[config.mk]
export PLATFORM = sky130hd
export DESIGN_NAME = arith_slice_chain
export DESIGN_NICKNAME = d
export VERILOG_FILES = /design/src/rtl/arith_chain_pkg.sv /design/src/rtl/arith_lut4.sv /design/src/rtl/arith_half_cell.sv /design/src/rtl/arith_chain_core.sv /design/src/rtl/arith_out_stage.sv /design/src/rtl/arith_slice_chain.sv
export SDC_FILE = /design/constraint.sdc
export NUM_CORES = 1
export LEC_CHECK = 0
export BUFFER_PORTS_ARGS = -buffer_cell sky130_fd_sc_hd__buf_2
export CAP_MARGIN = 0
export CORE_ASPECT_RATIO = 0.9
export CORE_MARGIN = 2
export CORE_UTILIZATION = 41
export DETAILED_ROUTE_END_ITERATION = 7
export MAX_ROUTING_LAYER = met4
export PLACE_DENSITY = 0.89
export SYNTH_ARGS = -nofsm -noshare
export SYNTH_HDL_FRONTEND = slang
export SYNTH_HIERARCHICAL = 1
export SYNTH_SLANG_ARGS = --single-unit
[constraint.sdc]
create_clock -name clk -period 1.1 [get_ports clk]
set_input_delay 0.11 -clock clk [delete_from_list [all_inputs] [get_ports clk]]
set_output_delay 0.11 -clock clk [all_outputs]
set_load 0.005 [all_outputs]
[src/rtl/arith_chain_pkg.sv]
package arith_chain_pkg;
  typedef enum logic {
    CHAIN_PLAIN  = 1'b0,
    CHAIN_SHARED = 1'b1
  } chain_mode_e;

  localparam int TABLE_BITS = 16;
  localparam int SELECT_BITS = 4;
endpackage

[src/rtl/arith_lut4.sv]
module arith_lut4 #(
  parameter logic [15:0] TABLE = 16'h0000
) (
  input  logic [3:0] sel,
  output logic       q
);
  // index order is {fourth, c, b, a}
  assign q = TABLE[sel];
endmodule

[src/rtl/arith_half_cell.sv]
module arith_half_cell #(
  parameter logic [15:0] TABLE_F0 = 16'hAAAA,
  parameter logic [15:0] TABLE_F1 = 16'hCCCC
) (
  input  logic a,
  input  logic b,
  input  logic c,
  input  logic d0,
  input  logic d1,
  input  logic addend_raw,
  input  logic cy_in,
  output logic f1_raw,
  output logic sum_bit,
  output logic cy_out
);
  logic f0_val;
  logic [1:0] total;

  arith_lut4 #(.TABLE(TABLE_F0)) u_f0 (.sel({d0, c, b, a}), .q(f0_val));
  arith_lut4 #(.TABLE(TABLE_F1)) u_f1 (.sel({d1, c, b, a}), .q(f1_raw));

  // the second adder input always enters inverted
  assign total   = {1'b0, f0_val} + {1'b0, ~addend_raw} + {1'b0, cy_in};
  assign sum_bit = total[0];
  assign cy_out  = total[1];
endmodule

[src/rtl/arith_chain_core.sv]
module arith_chain_core
  import arith_chain_pkg::*;
#(
  parameter int          N    = 8,
  parameter chain_mode_e MODE = CHAIN_PLAIN,
  parameter logic [N*TABLE_BITS-1:0] TABLES_F0 = {N{16'hAAAA}},
  parameter logic [N*TABLE_BITS-1:0] TABLES_F1 = {N{16'hCCCC}}
) (
  input  logic [N-1:0] a,
  input  logic [N-1:0] b,
  input  logic [N-1:0] c,
  input  logic [N-1:0] d0,
  input  logic [N-1:0] d1,
  input  logic         cy_in,
  input  logic         fwd_in,
  output logic [N-1:0] sum,
  output logic         cy_out,
  output logic         fwd_out
);
  logic [N:0]   carry;
  logic [N-1:0] f1_all;
  logic [N-1:0] addend;

  assign carry[0] = cy_in;

  for (genvar i = 0; i < N; i++) begin : g_bit
    arith_half_cell #(
      .TABLE_F0(TABLES_F0[i*TABLE_BITS +: TABLE_BITS]),
      .TABLE_F1(TABLES_F1[i*TABLE_BITS +: TABLE_BITS])
    ) u_cell (
      .a(a[i]), .b(b[i]), .c(c[i]), .d0(d0[i]), .d1(d1[i]),
      .addend_raw(addend[i]),
      .cy_in(carry[i]),
      .f1_raw(f1_all[i]),
      .sum_bit(sum[i]),
      .cy_out(carry[i+1])
    );

    if (MODE == CHAIN_SHARED) begin : g_shared
      if (i == 0) begin : g_base
        assign addend[i] = fwd_in;
      end else begin : g_link
        assign addend[i] = f1_all[i-1];
      end
    end else begin : g_plain
      assign addend[i] = f1_all[i];
    end
  end

  if (MODE == CHAIN_SHARED) begin : g_fwd_out
    assign fwd_out = f1_all[N-1];
  end else begin : g_fwd_none
    logic unused_fwd;
    assign unused_fwd = fwd_in;
    assign fwd_out    = 1'b0;
  end

  assign cy_out = carry[N];
endmodule

[src/rtl/arith_out_stage.sv]
module arith_out_stage #(
  parameter int W = 10
) (
  input  logic         clk,
  input  logic         rst_n,
  input  logic         in_valid,
  output logic         in_ready,
  input  logic [W-1:0] in_data,
  output logic         out_valid,
  input  logic         out_ready,
  output logic [W-1:0] out_data
);
  logic         held_vld;
  logic [W-1:0] held_data;

  assign in_ready  = !held_vld || out_ready;
  assign out_valid = held_vld;
  assign out_data  = held_data;

  always_ff @(posedge clk or negedge rst_n) begin
    if (!rst_n) begin
      held_vld  <= 1'b0;
      held_data <= '0;
    end else if (in_ready) begin
      held_vld <= in_valid;
      if (in_valid) held_data <= in_data;
    end
  end
endmodule

[src/rtl/arith_slice_chain.sv]
module arith_slice_chain
  import arith_chain_pkg::*;
#(
  parameter int          N    = 8,
  parameter chain_mode_e MODE = CHAIN_PLAIN,
  parameter logic [N*TABLE_BITS-1:0] TABLES_F0 = {N{16'hAAAA}},
  parameter logic [N*TABLE_BITS-1:0] TABLES_F1 = {N{16'hCCCC}}
) (
  input  logic         clk,
  input  logic         rst_n,
  input  logic         in_valid,
  output logic         in_ready,
  input  logic [N-1:0] op_a,
  input  logic [N-1:0] op_b,
  input  logic [N-1:0] op_c,
  input  logic [N-1:0] op_d0,
  input  logic [N-1:0] op_d1,
  input  logic         carry_in,
  input  logic         shared_in,
  output logic         out_valid,
  input  logic         out_ready,
  output logic [N-1:0] sum,
  output logic         carry_out,
  output logic         shared_out
);
  localparam int RES_W = N + 2;

  logic [N-1:0]     comb_sum;
  logic             comb_cy;
  logic             comb_fwd;
  logic [RES_W-1:0] res_q;

  arith_chain_core #(
    .N(N), .MODE(MODE), .TABLES_F0(TABLES_F0), .TABLES_F1(TABLES_F1)
  ) u_core (
    .a(op_a), .b(op_b), .c(op_c), .d0(op_d0), .d1(op_d1),
    .cy_in(carry_in), .fwd_in(shared_in),
    .sum(comb_sum), .cy_out(comb_cy), .fwd_out(comb_fwd)
  );

  arith_out_stage #(.W(RES_W)) u_stage (
    .clk(clk), .rst_n(rst_n),
    .in_valid(in_valid), .in_ready(in_ready),
    .in_data({comb_fwd, comb_cy, comb_sum}),
    .out_valid(out_valid), .out_ready(out_ready),
    .out_data(res_q)
  );

  assign sum        = res_q[N-1:0];
  assign carry_out  = res_q[N];
  assign shared_out = res_q[N+1];
endmodule

==> results of run 1 <==
==> state kept, by name, indices dropped and copies added, names as in the netlist <==
signal / count
u_stage/out_data: 10
u_stage/out_valid: 1
==> stage by stage <==
step | total power [mW] | util | setup TNS (ns) | std cells | worst slack, ns
4_1_cts | 1.35 | 0.508 | -12.49 | 127 | -2.66
5_1_grt | 1.45 | 0.511 | -13.05 | 127 | -2.77
3_5_place_dp | 1.06 | 0.486 | -15.98 | 122 | -3.15
3_3_place_gp | 1.03 | 0.486 | -15.50 | 122 | -3.08
2_1_floorplan | 0.907 | - | -14.69 | 82 | -2.97
6_report | 1.34 | 0.511 | -12.47 | 127 | -2.66
==> critical path, stage by stage <==
cell,delay [ns]
buf_6,0.09
fa_2,0.38
inv_2,0.06
inv_2,0.03
fa_2,0.32
inv_2,0.06
inv_2,0.03
fa_2,0.32
inv_2,0.06
inv_2,0.03
fa_2,0.32
inv_2,0.06
inv_2,0.03
fa_2,0.33
inv_2,0.06
inv_2,0.03
fa_2,0.33
inv_2,0.06
inv_2,0.03
fa_2,0.33
inv_2,0.06
inv_2,0.03
fa_1,0.47
inv_1,0.04
mux2_4,0.25
==> repair_timing <==
| item | 4_1_cts | 5_1_grt |
|---|---|---|
| hold endpoints to repair | 11 | 0 |
| cloned | 0 | 0 |
| hold buffers | 1 | 0 |
| endpoints found under the setup margin | 8 | 8 |
| pin swaps | 8 | 0 |
| resized for setup | 1 | 6 |
==> kinds of logic after synthesis <==
| kind of cell | count (synthesis) |
|---|---|
| buffers and inverters | 49 |
| DFF | 11 |
| muxes | 10 |
| adders and majority gates | 8 |
| and+or+nand+nor | 3 |
| other | 1 |
==> power by group through the flow <==
stage / sequential, mW / clock, mW / combinational (mW)
3_5_place_dp: 0.567 / 0 / 0.495
4_1_cts: 0.560 / 0.291 / 0.502
3_3_place_gp: 0.560 / 0 / 0.466
2_1_floorplan: 0.572 / 0 / 0.335
5_1_grt: 0.572 / 0.321 / 0.560
6_report: 0.557 / 0.278 / 0.507
==> metal layers <==
layer / share of wire / GRT usage / up-vias
met5: 0 / - / -
met4: 0 / 0.0308 / 0
met3: 0.074 / 0.0656 / 0
met2: 0.58 / 0.280 / 21
met1: 0.35 / 0.113 / 250
li1: - / - / 246
==> area by class of cell <==
class                           instances  area [um^2]  area share
Clock buffer                            4         26.3      0.0261
Timing Repair Buffer                   33          183       0.181
Inverter                               32          120       0.119
Sequential cell                        11          275       0.273
Multi-Input combinational cell         22          372       0.369
Tap cell                               25         31.3      0.0311
==> cell usage in the layout (no fill, tap or decap) <==
cell / n
nand2_8: 1
nand2b_1: 1
conb_1: 1
fa_2: 7
dfrtp_1: 11
clkbuf_4: 3
mux2_4: 10
dlygate4sd3_1: 1
nand2b_4: 1
fa_1: 1
inv_2: 20
buf_2: 30
buf_6: 2
clkbuf_1: 1
inv_1: 12
==> worst max path at each step <==
stage | from | to | slack (ns) | cells after the start
CTS | op_b[0] | u_stage/out_data[7]$_DFFE_PN0P_ | -2.66 | 25
global placement | carry_in | u_stage/out_data[7]$_DFFE_PN0P_ | -3.08 | 26
floorplan | op_a[0] | u_stage/out_data[7]$_DFFE_PN0P_ | -2.97 | 26
detailed placement | carry_in | u_stage/out_data[7]$_DFFE_PN0P_ | -3.15 | 26
global route | op_b[0] | u_stage/out_data[7]$_DFFE_PN0P_ | -2.77 | 25
finish | op_b[0] | u_stage/out_data[7]$_DFFE_PN0P_ | -2.66 | 25
==> results.py, run 1 <==
metrics = {
    "yosys": {
        "ys_seq_area_frac": 0.314,
        "synth_compound_area_frac": 0,
        "synth_nets": 136,
        "synth_top_family_by_area": "buffers and inverters",
        "ys_async_sr_fraction": 1.00,
        "ys_seq_elements": 11,
        "synthMuxAreaShare": 0.171,
        "synth_top_cell_by_area": "dfrtp_1",
        "synth_top_area_frac": 0.314,
        "synth_warnings": 6,
        "synthCells": 82,
        "synth_edf_count": 0,
        "synthSimpleGateAreaFrac": 0.0456,
        "synth_fa_ha_area_frac": 0.183,
        "synth.most_common_cell": "inv_1",
        "netlist_top_cells_count": "inv_1, buf_4, dfrtp_1",
        "synthXorXnorAreaFrac": 0,
        "post_synth_instance_area_um2": 877,
        "avgSynthCellArea_um2": 10.7,
        "synth_area_leaders": "dfrtp_1, fa_1, mux2_4, buf_4, inv_1",
        "synth.distinct_cells": 9,
        "yosys_most_used_dff": "dfrtp_1",
    },
    "drt": {
        "wirelength_um": 1420,
        "vias_per_cell": 4.07,
        "drtIter0Drc": 3,
        "wl_per_cell_um": 11.1,
        "first_pass_iters": 3,
        "drc": 0,
        "vias": 517,
        "ant_nets": 0,
    },
    "global_routing": {
        "grt.total_usage": 0.138,
        "grt_pass1_vias": 575,
        "gr-total-overflow": 0,
        "grt_pass1_wl_um": 2300,
        "grt_max_degree": 12,
        "antenna_found_initial": 0,
    },
    "power_and_ir_drop": {
        "power_density_nw_per_um2": 1330,
        "vdd_drop_max_mv": 0.811,
        "pwr-share-comb": 0.378,
        "p_int_mw": 0.946,
        "power.switching_mw": 0.396,
        "sw_frac_of_total": 0.295,
        "pwr-share-seq": 0.415,
        "power.leakage_nw": 0.585,
        "pwr-share-clk": 0.207,
    },
    "setup_path": {
        "critPathLaunchType": "input pin",
        "critPathMaxFanout": 1,
        "cp.required_ns": 1.25,
        "ff2ff_setup_slack_ns": 0.04,
        "reg2reg_depth": 3,
        "r2r-start": "u_stage/out_valid$_DFFE_PN0P_",
        "critPathCaptureType": "flop",
        "worstReg2RegEnd": "u_stage/out_data[6]$_DFFE_PN0P_",
        "cp_data_arrival_time_ns": 3.91,
        "worstSetupPathType": "input pin to flop",
    },
    "place": {
        "dpl_cell_area_um2": 958,
        "numPortBuffers": 32,
        "post-dp-hpwl_um": 1180,
        "place_congestion": 0.651,
    },
    "layout": {
        "drive_above_1_share": 0.725,
        "fin_area_um2": 1010,
        "fillers": 183,
        "num_antenna_cells": 0,
        "nets": 157,
        "syn_to_final_growth_pct": 14.8,
    },
    "cts": {
        "root_buffer": "clkbuf_4",
        "cts_setup_buffers": 0,
        "cts_tree": "built",
        "h-tree-depth": 1,
        "cts.clk_slew.worst_paths_ns": 0.07,
        "clk_latency_ns": 0.27,
        "clock_sinks": 11,
        "clockBufferDepth": 2,
        "cts_made_buffers": 3,
    },
    "die": {
        "coreArea_um2": 1970,
        "io_pins": 58,
        "core.rowCount": 15,
        "die_area_um2": 2530,
        "start_util": 0.445,
        "die_y_um": 47.9,
        "die_w_um": 52.8,
    },
    "sta": {
        "setup_violations": 8,
        "fmaxAchievable_mhz": 266,
        "finalHoldViolCount": 0,
        "rsz0062_at_grt": "true",
        "skew_ns": 0.00675,
        "min_period_ns": 3.76,
        "period_share": 3.41,
        "final-max-slew-violation-count": 0,
        "holdWs_ns": 0.143,
        "worst_slack_ns": -2.66,
    },
    "worst_hold_path": {
        "hold_depth": 2,
        "hold_start": "in_valid",
        "hp-class": "input pin to flop",
        "min_to": "u_stage/out_valid$_DFFE_PN0P_",
    },
    "outcome": {
        "status": "finished, violations left",
        "violations": "setup timing",
    },
    "job": {
        "drv_cap": 0,
    },
}
No activity file was read; power rests on OpenSTA's default activity.
==> run 2, diff against run 1 <==
--- a/config.mk
+++ b/config.mk
@@ -8,7 +8,7 @@
 export BUFFER_PORTS_ARGS = -buffer_cell sky130_fd_sc_hd__buf_2
 export CAP_MARGIN = 0
 export CORE_ASPECT_RATIO = 0.9
-export CORE_MARGIN = 2
+export CORE_MARGIN = 4
 export CORE_UTILIZATION = 41
 export DETAILED_ROUTE_END_ITERATION = 7
 export MAX_ROUTING_LAYER = met4
==> run 2 against run 1 <==
Net effect: the run still ends with setup timing left; clock-buffer cell count unchanged; global-route usage decreased by 2.5 points; maximum frequency increased by 0.38%; non-clock buffer count unchanged; via count decreased by 0.19%; flip-flop and latch count unchanged; cell count unchanged; largest power group unchanged.
==> results.py, run 2 (synthesized netlist as in run 1, its figures left out) <==
metrics = {
    "setup_path": {
        "crit_cells": 25,
        "worstSetupPathType": "input pin to flop",
        "path_buf_inv": 16,
        "cp.required_ns": 1.25,
        "cp_data_arrival_time_ns": 3.89,
        "critPathMaxStageDelay_ns": 0.47,
        "reg2reg_depth": 3,
        "cpMostUsedCell": "inv_2",
        "critPathMaxFanout": 1,
        "critPathLaunchType": "input pin",
        "crit_slowest_cell": "fa_1",
        "crit_family": "adder cells",
        "critPathCaptureType": "flop",
    },
    "cts": {
        "h-tree-depth": 1,
        "clk_latency_ns": 0.26,
        "clockBufferDepth": 2,
        "clock_sinks": 11,
        "cts_tree": "built",
        "cts.clk_slew.worst_paths_ns": 0.07,
        "root_buffer": "clkbuf_4",
        "cts_setup_buffers": 0,
        "cts_made_buffers": 3,
    },
    "place": {
        "numPortBuffers": 32,
        "post-dp-hpwl_um": 1200,
        "place_congestion": 0.696,
    },
    "layout": {
        "num_antenna_cells": 0,
        "nets": 157,
        "drive_above_1_share": 0.725,
        "final_cell_mix": "buf_2, inv_2, inv_1",
        "postLayoutCoreUtil": 0.511,
        "largest_register_ff_count": 10,
        "syn_to_final_growth_pct": 14.8,
        "final_common_cell": "buf_2",
    },
    "drt": {
        "vias": 516,
        "vias_per_cell": 4.06,
        "wirelength_um": 1390,
        "drc": 0,
        "ant_nets": 0,
        "drtIter0Drc": 1,
        "wl_per_cell_um": 10.9,
        "first_pass_iters": 2,
    },
    "sta": {
        "fmaxAchievable_mhz": 267,
        "period_share": 3.40,
        "rsz0062_at_grt": "true",
        "worst_slack_ns": -2.64,
        "setup_violations": 8,
        "min_period_ns": 3.74,
        "skew_ns": 0.000861,
        "finalHoldViolCount": 0,
        "final-max-slew-violation-count": 0,
    },
    "worst_hold_path": {
        "hp-class": "input pin to flop",
        "hold_depth": 2,
    },
    "power_and_ir_drop": {
        "power_density_nw_per_um2": 1330,
        "power.leakage_nw": 0.585,
        "finalPower_mw": 1.34,
        "vdd_drop_max_mv": 0.684,
    },
    "die": {
        "die_y_um": 51.9,
        "die_area_um2": 2940,
        "io_pins": 58,
        "core.rowCount": 15,
        "start_util": 0.445,
        "coreArea_um2": 1970,
        "die_w_um": 56.8,
    },
    "global_routing": {
        "grt_pass1_vias": 559,
        "antenna_found_initial": 0,
        "grt_pass1_wl_um": 2390,
        "grt.total_usage": 0.113,
        "gr-total-overflow": 0,
        "grt_max_degree": 12,
    },
    "outcome": {
        "violations": "setup timing",
        "status": "finished, violations left",
    },
    "job": {
        "drv_cap": 0,
    },
}
==> run 2: cell counts in the layout (fill, tap and decap cells not counted) <==
No cell type changed its count.
==> run 2: path summary, 6_finish.rpt <==
kind                                                         to                            start  slack, ns
max in group asynchronous       u_stage/out_data[6]$_DFFE_PN0P_                            rst_n       0.65
min in group asynchronous       u_stage/out_data[1]$_DFFE_PN0P_                            rst_n       0.24
worst min register to register  u_stage/out_data[2]$_DFFE_PN0P_  u_stage/out_data[2]$_DFFE_PN0P_       0.51
worst min-delay path              u_stage/out_valid$_DFFE_PN0P_                         in_valid       0.13
worst max register to register  u_stage/out_data[5]$_DFFE_PN0P_    u_stage/out_valid$_DFFE_PN0P_       0.04
worst max-delay path            u_stage/out_data[7]$_DFFE_PN0P_                          op_b[0]      -2.64
==> run 2: routing by layer <==
layer,GRT usage,wire length [um]
met1,0.113,511
met5,-,0
met4,0.0463,0
met3,0.0397,100
met2,0.204,773
==> run 2: repair_timing <==
| item | CTS | global route |
|---|---|---|
| pin swaps | 8 | 0 |
| gates cloned | 0 | 0 |
| endpoints found under the setup margin | 8 | 8 |
| endpoints found under the hold margin | 11 | 0 |
| hold buffers | 1 | 0 |
| gates resized for setup | 1 | 6 |
==> run 2: per-stage QoR <==
step / cell area (um^2) / worst slack (ns) / cells / setup TNS [ns] / hold WS (ns)
detailed placement: 958 / -3.15 / 122 / -15.98 / 0.00163
global route: 1010 / -2.76 / 127 / -12.93 / 0.111
floorplan: 902 / -2.97 / 82 / -14.69 / -0.186
finish: 1010 / -2.64 / 127 / -12.42 / 0.133
CTS: 1000 / -2.66 / 127 / -12.46 / 0.120
global placement: 958 / -3.08 / 122 / -15.50 / -0.00427
==> run 2: final cells by class <==
type / instances / area, um^2
clock buffer: 4 / 26.3
fill: 196 / 963
inverter: 32 / 120
multi-input combinational: 22 / 372
sequential: 11 / 275
tap: 25 / 31.3
timing repair buffer: 33 / 183
==> run 2: report_power, final <==
| part | total [mW] | leakage, nW | internal, mW | switching [mW] |
|---|---|---|---|---|
| sequential | 0.558 | 0.128 | 0.503 | 0.0547 |
| combinational | 0.500 | 0.442 | 0.301 | 0.199 |
| clock | 0.277 | 0.0150 | 0.140 | 0.137 |
